[src/rtl/acc_alu.sv]
module acc_alu (
  input  logic       clk,
  input  logic       rst_n,
  input  logic       op_valid,
  input  logic [4:0] op,
  input  logic [7:0] operand,
  output logic [7:0] acc_q,
  output logic [7:0] status_q,
  output logic [1:0] bank_sel,
  output logic [2:0] flag_upd
);

  localparam logic [4:0] OP_NOP  = 5'h00;
  localparam logic [4:0] OP_LD   = 5'h01;
  localparam logic [4:0] OP_ADD  = 5'h02;
  localparam logic [4:0] OP_ADDC = 5'h03;
  localparam logic [4:0] OP_SUBB = 5'h04;
  localparam logic [4:0] OP_INC  = 5'h05;
  localparam logic [4:0] OP_DEC  = 5'h06;
  localparam logic [4:0] OP_AND  = 5'h07;
  localparam logic [4:0] OP_OR   = 5'h08;
  localparam logic [4:0] OP_XOR  = 5'h09;
  localparam logic [4:0] OP_CPL  = 5'h0A;
  localparam logic [4:0] OP_RL   = 5'h0B;
  localparam logic [4:0] OP_RLC  = 5'h0C;
  localparam logic [4:0] OP_RR   = 5'h0D;
  localparam logic [4:0] OP_RRC  = 5'h0E;
  localparam logic [4:0] OP_SWAP = 5'h0F;
  localparam logic [4:0] OP_DA   = 5'h10;
  localparam logic [4:0] OP_WRST = 5'h11;
  localparam logic [4:0] OP_SETC = 5'h12;
  localparam logic [4:0] OP_CLRC = 5'h13;

  logic       cy_q, ac_q, ov_q, uf0_q, uf1_q;
  logic [1:0] bank_q;

  logic       cin;
  logic [8:0] sum9, dif9;
  logic [4:0] sum_lo;
  logic       bor_lo;
  logic       da_lo, da_hi;
  logic [8:0] da1, da2;

  logic [7:0] acc_d;
  logic       cy_d, ac_d, ov_d, uf0_d, uf1_d;
  logic [1:0] bank_d;

  assign cin    = (op == OP_ADD) ? 1'b0 : cy_q;
  assign sum9   = {1'b0, acc_q} + {1'b0, operand} + {8'd0, cin};
  assign sum_lo = {1'b0, acc_q[3:0]} + {1'b0, operand[3:0]} + {4'd0, cin};
  assign dif9   = {1'b0, acc_q} - {1'b0, operand} - {8'd0, cy_q};
  assign bor_lo = {1'b0, acc_q[3:0]} < ({1'b0, operand[3:0]} + {4'd0, cy_q});

  assign da_lo  = (acc_q[3:0] > 4'd9) || ac_q;
  assign da1    = {1'b0, acc_q} + (da_lo ? 9'h006 : 9'h000);
  assign da_hi  = (da1[7:4] > 4'd9) || cy_q || da1[8];
  assign da2    = {1'b0, da1[7:0]} + (da_hi ? 9'h060 : 9'h000);

  always_comb begin
    acc_d  = acc_q;
    cy_d   = cy_q;
    ac_d   = ac_q;
    ov_d   = ov_q;
    uf0_d  = uf0_q;
    uf1_d  = uf1_q;
    bank_d = bank_q;
    if (op_valid) begin
      case (op)
        OP_LD:   acc_d = operand;
        OP_ADD, OP_ADDC: begin
          acc_d = sum9[7:0];
          cy_d  = sum9[8];
          ac_d  = sum_lo[4];
          ov_d  = (acc_q[7] == operand[7]) && (sum9[7] != acc_q[7]);
        end
        OP_SUBB: begin
          acc_d = dif9[7:0];
          cy_d  = dif9[8];
          ac_d  = bor_lo;
          ov_d  = (acc_q[7] != operand[7]) && (dif9[7] != acc_q[7]);
        end
        OP_INC:  acc_d = acc_q + 8'd1;
        OP_DEC:  acc_d = acc_q - 8'd1;
        OP_AND:  acc_d = acc_q & operand;
        OP_OR:   acc_d = acc_q | operand;
        OP_XOR:  acc_d = acc_q ^ operand;
        OP_CPL:  acc_d = ~acc_q;
        OP_RL:   acc_d = {acc_q[6:0], acc_q[7]};
        OP_RR:   acc_d = {acc_q[0], acc_q[7:1]};
        OP_RLC: begin
          acc_d = {acc_q[6:0], cy_q};
          cy_d  = acc_q[7];
        end
        OP_RRC: begin
          acc_d = {cy_q, acc_q[7:1]};
          cy_d  = acc_q[0];
        end
        OP_SWAP: acc_d = {acc_q[3:0], acc_q[7:4]};
        OP_DA: begin
          acc_d = da2[7:0];
          cy_d  = cy_q | da1[8] | da2[8];
        end
        OP_WRST: begin
          cy_d   = operand[7];
          ac_d   = operand[6];
          uf0_d  = operand[5];
          bank_d = operand[4:3];
          ov_d   = operand[2];
          uf1_d  = operand[1];
        end
        OP_SETC: cy_d = 1'b1;
        OP_CLRC: cy_d = 1'b0;
        default: ;
      endcase
    end
  end

  always_comb begin
    case (op)
      OP_ADD, OP_ADDC, OP_SUBB, OP_WRST:       flag_upd = 3'b111;
      OP_RLC, OP_RRC, OP_DA, OP_SETC, OP_CLRC: flag_upd = 3'b100;
      default:                                 flag_upd = 3'b000;
    endcase
  end

  always_ff @(posedge clk) begin
    if (!rst_n) begin
      acc_q  <= 8'h00;
      cy_q   <= 1'b0;
      ac_q   <= 1'b0;
      ov_q   <= 1'b0;
      uf0_q  <= 1'b0;
      uf1_q  <= 1'b0;
      bank_q <= 2'b00;
    end else begin
      acc_q  <= acc_d;
      cy_q   <= cy_d;
      ac_q   <= ac_d;
      ov_q   <= ov_d;
      uf0_q  <= uf0_d;
      uf1_q  <= uf1_d;
      bank_q <= bank_d;
    end
  end

  assign status_q = {cy_q, ac_q, uf0_q, bank_q, ov_q, uf1_q, ^acc_q};
  assign bank_sel = bank_q;

  p_load_parity_r4: assert property (@(posedge clk) disable iff (!rst_n)
    (op_valid && op == OP_LD) |=> (status_q[0] == ^$past(operand)));

  p_incdec_flags_r5: assert property (@(posedge clk) disable iff (!rst_n)
    (op_valid && (op == OP_INC || op == OP_DEC)) |=> $stable(status_q[7:1]));

  p_logic_flags_r6: assert property (@(posedge clk) disable iff (!rst_n)
    (op_valid && (op == OP_AND || op == OP_OR || op == OP_XOR || op == OP_CPL))
      |=> ($stable(status_q[7:6]) && $stable(status_q[2])));

  p_swap_r8: assert property (@(posedge clk) disable iff (!rst_n)
    (op_valid && op == OP_SWAP) |=> (acc_q == {$past(acc_q[3:0]), $past(acc_q[7:4])}));

  p_add_carry_r2: assert property (@(posedge clk) disable iff (!rst_n)
    (op_valid && op == OP_ADD)
      |=> (status_q[7] == (({1'b0, $past(acc_q)} + {1'b0, $past(operand)}) > 9'd255)));

  p_idle_hold_r13: assert property (@(posedge clk) disable iff (!rst_n)
    !op_valid |=> ($stable(acc_q) && $stable(status_q)));

  p_da_keeps_carry_r9: assert property (@(posedge clk) disable iff (!rst_n)
    (op_valid && op == OP_DA && status_q[7]) |=> status_q[7]);

endmodule

[config.mk]
export PLATFORM = sky130hd
export DESIGN_NAME = acc_alu
export DESIGN_NICKNAME = d
export VERILOG_FILES = /design/src/rtl/acc_alu.sv
export SDC_FILE = /design/constraint.sdc
export NUM_CORES = 1
export LEC_CHECK = 0
export BUFFER_PORTS_ARGS = -buffer_cell sky130_fd_sc_hd__clkbuf_2
export CORE_MARGIN = 3
export CORE_UTILIZATION = 50
export CTS_CLUSTER_SIZE = 40
export DETAILED_ROUTE_END_ITERATION = 8
export PLACE_DENSITY = 0.72
export SLEW_MARGIN = 20
export SYNTH_ARGS = -nofsm -noshare
export SYNTH_HDL_FRONTEND = slang
export SYNTH_SLANG_ARGS = --single-unit
[constraint.sdc]
create_clock -name clk -period 3.4 [get_ports clk]
set_input_delay 0.68 -clock clk [delete_from_list [all_inputs] [get_ports clk]]
set_output_delay 0.68 -clock clk [all_outputs]
set_load 0.1 [all_outputs]
== Word level (Yosys, flattened, before mapping) ==
Memories as Yosys holds them, arrays and structs flattened.
Cells that the tools add are included.

* Add/subtract/negate cells: 11
* Magnitude comparators: 3
* Eq/ne operators: 23
* Mux-type cells: 7
* Bitwise gates (word level): 6
* Reduce and logical (&&, ||, !) cells: 14

{| class="wikitable"
|+ Operator list
! kind !! number
|-
| 8-bit case mux with 15 select lines || 1
|-
| 5-bit by 4-bit equality test with 1-bit output, second input constant || 8
|-
| 5-bit by 3-bit equality test with 1-bit output, second input constant || 4
|-
| 5-bit equality test, second input constant || 4
|-
| 15-bit nonzero test || 1
|-
| 5-bit by 2-bit equality test with 1-bit output, second input constant || 2
|-
| 8-bit by 3-bit adder with 9-bit output || 1
|-
| 8-bit by 7-bit adder with 9-bit output || 1
|-
| 8-bit by 8-bit adder with 9-bit output || 1
|-
| 9-bit by 1-bit adder with 9-bit output || 1
|-
| 8-bit by 8-bit subtractor with 9-bit output || 1
|-
| 9-bit by 1-bit subtractor with 9-bit output || 1
|-
| 8-bit by 1-bit adder with 8-bit output, second input constant || 1
|-
| 8-bit bitwise AND || 1
|-
| 4-bit greater-than comparator, second input constant || 2
|-
| 8-bit inverter || 1
|-
| 8-bit OR || 1
|-
| 1-bit case mux with 8 select lines || 1
|-
| 2-bit AND reduction || 4
|-
| 8-bit nonzero test || 1
|-
| 8-bit XOR reduction || 1
|-
| 8-bit by 1-bit subtractor with 8-bit output, second input constant || 1
|-
| 8-bit XOR || 1
|-
| 7-bit 2-to-1 mux || 1
|-
| other kinds (15) || 22
|}

* Flip-flop bits (word level): 15
* Memory bits (read-only): 96
* Bits of input ports: 16
* Output and inout port bits: 21
* Logic and storage cells: 72
* Memories kept: 1

{| class="wikitable"
|+ Memories
! memory !! depth !! bits a word !! read ports !! clocked after memory_dff !! write ports !! line !! text
|-
| (name not given) || 32 || 3 || 1 || 0 || 0 || 119 || <nowiki>case (op)</nowiki>
|}

== Logic depth before layout (Yosys ltp) ==
Gate-level depths: netlist of the first run.

* Depth in word-level cells: 11
* Gate-level depth with buffers: 18
* Depth with buffers taken out: 18

== Worst setup path before layout of the first run ==
No wires, ideal clock.

* Path type: register to register
* From: register acc_q[2]
* To: register acc_q[6]
* Library setup time: 0.134 ns
* Arrival time: 4.357 ns
* Required time: 3.266 ns
* Path slack: -1.091 ns
* Stages on the path, launching flop included: 18
* Path buffers: 0
* Period minus slack after synthesis: 4.491 ns
* Cell sequence: dfxtp_1 -> inv_1 -> ha_1 -> a21oi_1 -> a21oi_1 -> or2_2 -> ha_1 -> fa_1 -> and3_1 -> nand3_1 -> xnor2_1 -> o21bai_1 -> ha_1 -> ha_1 -> nand2_1 -> o211ai_1 -> a2111oi_0 -> a21oi_1

* Longest elaborated chain between the ends: 10
* Elaborated cells on any way between the ends: 16
* Those cells by class: add/sub (8); order compare (2); mux (3); reduce/logical (3)

{| class="wikitable"
|+ Ends and longest elaborated chain
! item !! line !! text
|-
| from (decl) || 7 || <nowiki>output logic [7:0] acc_q,</nowiki>
|-
| from (signal assigned) || 128 || <nowiki>acc_q <= 8'h00;</nowiki>
|-
| from (signal assigned) || 136 || <nowiki>acc_q <= acc_d;</nowiki>
|-
| 4-bit greater-than comparator || 54 || <nowiki>assign da_lo = (acc_q[3:0] > 4'd9) || ac_q;</nowiki>
|-
| 1-bit logical OR || 54 ||
|-
| 3-bit 2-to-1 mux || 55 || <nowiki>assign da1 = {1'b0, acc_q} + (da_lo ? 9'h006 : 9'h000);</nowiki>
|-
| 8-bit by 3-bit adder with 9-bit output || 55 ||
|-
| 4-bit greater-than comparator || 56 || <nowiki>assign da_hi = (da1[7:4] > 4'd9) || cy_q || da1[8];</nowiki>
|-
| 1-bit logical OR (2 in a row) || 56 ||
|-
| 7-bit 2-to-1 mux || 57 || <nowiki>assign da2 = {1'b0, da1[7:0]} + (da_hi ? 9'h060 : 9'h000);</nowiki>
|-
| 8-bit by 7-bit adder with 9-bit output || 57 ||
|-
| 8-bit case mux with 15 select lines * || 68 || <nowiki>case (op)</nowiki>
|}

Every way passes the cells marked *; elsewhere a longest branch is shown, timed or not.
A chain may end at the register's enable or synchronous reset.

== Worst setup path in the final report of the first run ==
* From: register acc_q[2]
* To: register acc_q[5]

The elaborated chain is that of the path after synthesis.

==> impl_metrics.toml, run 1 <==
[run_status]
status = "finished, final reports clean"

[timing]
slew_viol_final = 0
setup-tns-final_ps = 0
fin_skew_ps = 4.118
finalHoldViolCount = 0
relSlewSlack = 0.5306
setup_violations = 0
fmax_ghz = 0.3056
finalCritPeriodShare = 0.9626
min_period_ps = 3273
tightestPinTransition_ps = 701.8
rsz0062_at_grt = "yes"

[synth]
synth_cell_types = 79
ys_seq_elements = 15
synth_nets = 568
yosysTopAreaCell = "ha_1"
synth-async-reset-ratio = 0
avgSynthCellArea_um2 = 7.632
ys.flop_type = "dfxtp_1"
yosys.cell_count.top_type = "ha_1"
syn_area_mm2 = 0.003762
syn_inst = 493
synth_edf_count = 0
synth_top_area_frac = 0.1763
ys_warn_count = 0
yosys-top-cells-area = "ha_1, dfxtp_1, o21ai_0"
yosysSeqAreaShare = 0.07981
synthTopCellsByCount = "ha_1, nand2_1, o21ai_0"

[die]
fp-row-count = 30
pin_count = 37
die_area_mm2 = 0.008602
fp.dieW_um = 92.75
start_util = 0.5332
die_h_um = 92.75
core_mm2 = 0.007057

[detailed_routing]
drc = 0
wl_per_cell_um = 23.41
antenna_left = 0
vias = 4237
wl_mm = 14.89
vias_per_cell = 6.662
dr.pass1.iters = 5
drt_iter0_drc = 435

[cts]
path_clk_slew_ps = 70
clk_path_buf_depth = 2
root_buffer = "clkbuf_8"
numCtsBuffers = 3
post_cts_buffers = 0
cts_tree = "done"
postCtsHoldBufs = 0
h-tree-depth = 1
clk_latency_ps = 260
clock_sinks = 15

[grt]
gr-total-overflow = 0
grt_max_degree = 34
grt_usage = 0.3441
antenna_found_initial = 0
grt_pass1_wl_mm = 22.70
grt_pass1_vias = 4007

[layout]
diodes = 0
drive_gt1_frac = 0.2167
area_growth_pct = 15.36
final_nets = 616
nFillCells = 671
final_util = 0.6151
final_cell_area_mm2 = 0.004340

[power_and_ir_drop]
vdd_drop_max_mv = 0.3326
finalPower_mw = 1.102
powerDensity_mw_per_mm2 = 253.9
p_leak_nw = 1.887

[critical_path]
end_kind = "flip-flop"
crit_required_ps = 3530
worstSetupStartpointType = "flip-flop"
critical_path_class = "reg2reg"
reg2reg_setup_slack_ps = 130
critPathArrivalTime_ps = 3400
crit_fanout = 4

[place]
place.gp.congestion = 1.067
io_buffers = 36
hpwl_mm = 11.43
placed_cell_area_mm2 = 0.004249

[worst_hold_path]
min_path_type = "reg2reg"

[flow_run]
drv_cap = 0
-- repair_timing --
action / CTS / global route
endpoints found under the setup margin: 1 / 4
resized for setup: 4 / 6
pin swaps: 3 / 1
-- cell usage in the layout, fill, tap and decap left out, types with 10 or more instances in the layout --
cell type,synthesis,layout
a21oi_1,27,26
buf_4,11,40
clkbuf_2,0,33
dfxtp_1,15,11
ha_1,53,51
inv_1,32,31
mux2i_1,10,10
nand2_1,33,33
nand2b_1,12,12
nand3_1,16,15
nor2_1,28,27
nor2b_1,11,11
nor4_1,10,10
o21ai_0,33,32
xnor2_1,16,13
-- critical path, stage by stage, from the launching register on --
cell and delay, ps:
dfxtp_4 370, inv_2 40, ha_1 200, a21oi_1 120, a21oi_1 50, or2_4 250, ha_2 200, fa_2 360
and3_4 210, nand3_2 110, xnor2_4 110, o21bai_4 170, ha_2 280, nand2_1 80, nand2_1 80, nor4_1 390
a21oi_1 120
-- flip-flops by register name, indices dropped and copies added, names as in the netlist --
register and count:
ac_q 1, acc_q 8, bank_sel 2, cy_q 1, ov_q 1, uf0_q 1, uf1_q 1
-- cell families after synthesis --
group | synth area share
XOR/XNOR | 0.04656
AND/OR/NAND/NOR | 0.2531
buffers and inverters | 0.08613
multiplexers | 0.03259
flip-flops | 0.07981
AO/OA/AOI/OAI | 0.2937
adder cells (fa/ha/maj) | 0.2082
-- layer usage --
metal,vias up,GRT usage,wire [um]
met2,266,0.5511,6634
li1,1930,-,-
met1,1976,0.4511,5967
met5,-,0,0
met4,0,0.1538,842
met3,65,0.05930,1446
-- power breakdown --
group	switching, mW	internal (mW)	leakage [nW]	total [mW]
clock network	0.0753	0.0816	0.0255	0.157
logic	0.497	0.258	1.74	0.755
registers	0.00655	0.184	0.125	0.190
-- final timing paths --
kind                            to                  start  depth (start not counted)
max          acc_q[5]$_SDFFE_PN0P_  acc_q[2]$_SDFFE_PN0P_                         16
min             uf1_q$_SDFFE_PN0P_     uf1_q$_SDFFE_PN0P_                          2
max reg2reg  acc_q[5]$_SDFFE_PN0P_  acc_q[2]$_SDFFE_PN0P_                         16
min reg2reg     uf1_q$_SDFFE_PN0P_     uf1_q$_SDFFE_PN0P_                          2
-- per-stage QoR --
step | hold slack (ps) | setup WS, ps | instances
floorplan | 486.9 | -182.7 | 493
global placement | 497.8 | 65.99 | 632
detailed placement | 532.6 | -73.26 | 632
CTS | 547.0 | 79.22 | 636
global route | 582.4 | -84.38 | 636
finish | 540.4 | 127.3 | 636
-- cell type report --
| class | count | area (um^2) | share of cell area |
|---|---|---|---|
| Clock buffer | 3 | 41.29 | 0.009513 |
| Clock inverter | 1 | 5.005 | 0.001153 |
| Inverter | 32 | 120.1 | 0.02767 |
| Multi-Input combinational cell | 413 | 3216 | 0.7408 |
| Sequential cell | 15 | 312.8 | 0.07207 |
| Tap cell | 96 | 120.1 | 0.02767 |
| Timing Repair Buffer | 76 | 525.5 | 0.1211 |
Note: power is estimated with default switching activity, not from simulation.
==> inputs of run 2 (changes only) <==
Settings changed: CORE_UTILIZATION 50 to 35, PLACE_DENSITY 0.72 to unset.
==> impl_metrics.toml, run 2 (synthesized netlist as in run 1, its figures left out) <==
[layout]
stdcell_count = 685
final_util = 0.4350
layout_common_cells = "ha_1, buf_4, clkbuf_2"
regMostFlops = "acc_q"
drive_gt1_frac = 0.2441
diodes = 0
area_growth_pct = 19.89
final_common_cell = "ha_1"
largest_reg_flops = 8
final_nets = 625

[cts]
clk_path_buf_depth = 2
postCtsHoldBufs = 0
cts_tree = "done"
h-tree-depth = 1
clk_latency_ps = 270
numCtsBuffers = 3
clock_sinks = 15
root_buffer = "clkbuf_8"
path_clk_slew_ps = 100

[timing]
slew_viol_final = 0
finalCritPeriodShare = 0.9788
relSlewSlack = 0.5419
min_period_ps = 3328
finalWorstSetupSlack_ps = 72.22
rsz0062_at_grt = "yes"
finalHoldViolCount = 0
tightestPinTransition_ps = 684.6
fmax_ghz = 0.3005
fin_skew_ps = 7.443
setup_violations = 0

[die]
die_h_um = 109.7
die_area_mm2 = 0.01203
core_mm2 = 0.01037
start_util = 0.3628
fp-row-count = 37
pin_count = 37
fp.dieW_um = 109.7

[power_and_ir_drop]
finalPower_mw = 1.146
vdd_drop_max_mv = 0.1731
powerDensity_mw_per_mm2 = 254.1
p_leak_nw = 1.945

[grt]
grt_pass1_vias = 3893
antenna_found_initial = 0
grt_usage = 0.2513
grt_pass1_wl_mm = 22.98
grt_max_degree = 35
gr-total-overflow = 0

[critical_path]
regToRegEndpoint = "acc_q[6]$_SDFFE_PN0P_"
crit_fanout = 4
worstSetupStartpointType = "flip-flop"
rr_startpoint = "acc_q[2]$_SDFFE_PN0P_"
crit_required_ps = 3570
rr_worst_depth = 17
end_kind = "flip-flop"
reg2reg_setup_slack_ps = 70
critical_path_class = "reg2reg"
critPathArrivalTime_ps = 3490

[place]
io_buffers = 36
preCtsSetupSlack_ps = -168.8
hpwl_mm = 11.80
dpl.cell_count = 677
place.gp.congestion = 0.9805

[detailed_routing]
wl_mm = 15.28
wl_per_cell_um = 22.31
drt_iter0_drc = 556
antenna_left = 0
dr.pass1.iters = 5
vias = 4251
drc = 0
vias_per_cell = 6.206

[worst_hold_path]
holdPathStages = 2
min_path_type = "reg2reg"
hp-start = "uf0_q$_SDFFE_PN0P_"
hold_path_end = "uf0_q$_SDFFE_PN0P_"

[flow_run]
drv_cap = 0

[run_status]
status = "finished, final reports clean"
-- run 2: changes by cell type in the layout (fill, tap and decap cells not counted), sizes merged --
cell  before  now
buf       43   52
-- run 2: per-stage QoR --
stage               hold WS, ps  setup TNS, ps  instance area, um^2
floorplan                 486.9         -182.7                 3807
global placement          500.0              0                 4349
detailed placement        511.8         -168.8                 4349
CTS                       536.3              0                 4408
global route              555.1         -231.9                 4511
finish                    528.3              0                 4511
-- run 2: report_power, final --
group,internal (mW),switching (mW)
logic,0.270,0.499
clock network,0.0821,0.102
registers,0.184,0.00960
-- run 2: worst max-delay path by stage --
stage	from	end	slack, ps	cells after the start
after floorplan	acc_q[2]$_SDFFE_PN0P_	acc_q[6]$_SDFFE_PN0P_	-180	17
after global placement	acc_q[0]$_SDFFE_PN0P_	acc_q[6]$_SDFFE_PN0P_	20	18
after detailed placement	acc_q[2]$_SDFFE_PN0P_	acc_q[6]$_SDFFE_PN0P_	-170	17
after CTS	acc_q[2]$_SDFFE_PN0P_	acc_q[6]$_SDFFE_PN0P_	30	17
after global routing	acc_q[2]$_SDFFE_PN0P_	acc_q[6]$_SDFFE_PN0P_	-170	17
final	acc_q[2]$_SDFFE_PN0P_	acc_q[6]$_SDFFE_PN0P_	70	17
-- run 2: metal layers --
layer  track usage  vias to the layer above  wire [um]
met5             0                        -          0
met4       0.07836                        0        550
met3       0.02114                       48       1343
met2        0.3980                      246       6894
met1        0.3602                     2021       6493
li1              -                     1936          -
-- run 2: critical path, stage by stage, from the launching register on --
cell       delay, ps
dfxtp_4          380
inv_4             40
ha_4             160
a21oi_2          150
a21oi_2           40
or2_4            260
ha_4             160
fa_2             360
and3_4           210
xnor2_2          170
nor2_1            80
o21bai_2         210
ha_2             240
ha_4             200
nand2_2           40
o211ai_1         100
a2111oi_2        290
a21oi_1          110
-- run 2: timing repair --
action,in CTS,in global routing
gates resized for setup,3,16
pin swaps,2,11
gates cloned,0,0
endpoints found under the setup margin,2,3
buffers inserted,0,4
-- run 2: layout make-up --
class	instances	area, um^2
fillers	1069	5859
flip-flops and latches	15	312.8
clock inverters	1	5.005
multi-input cells	413	3253
repair buffers	85	605.6
clock buffers	3	41.29
inverters	32	122.6
well taps	136	170.2
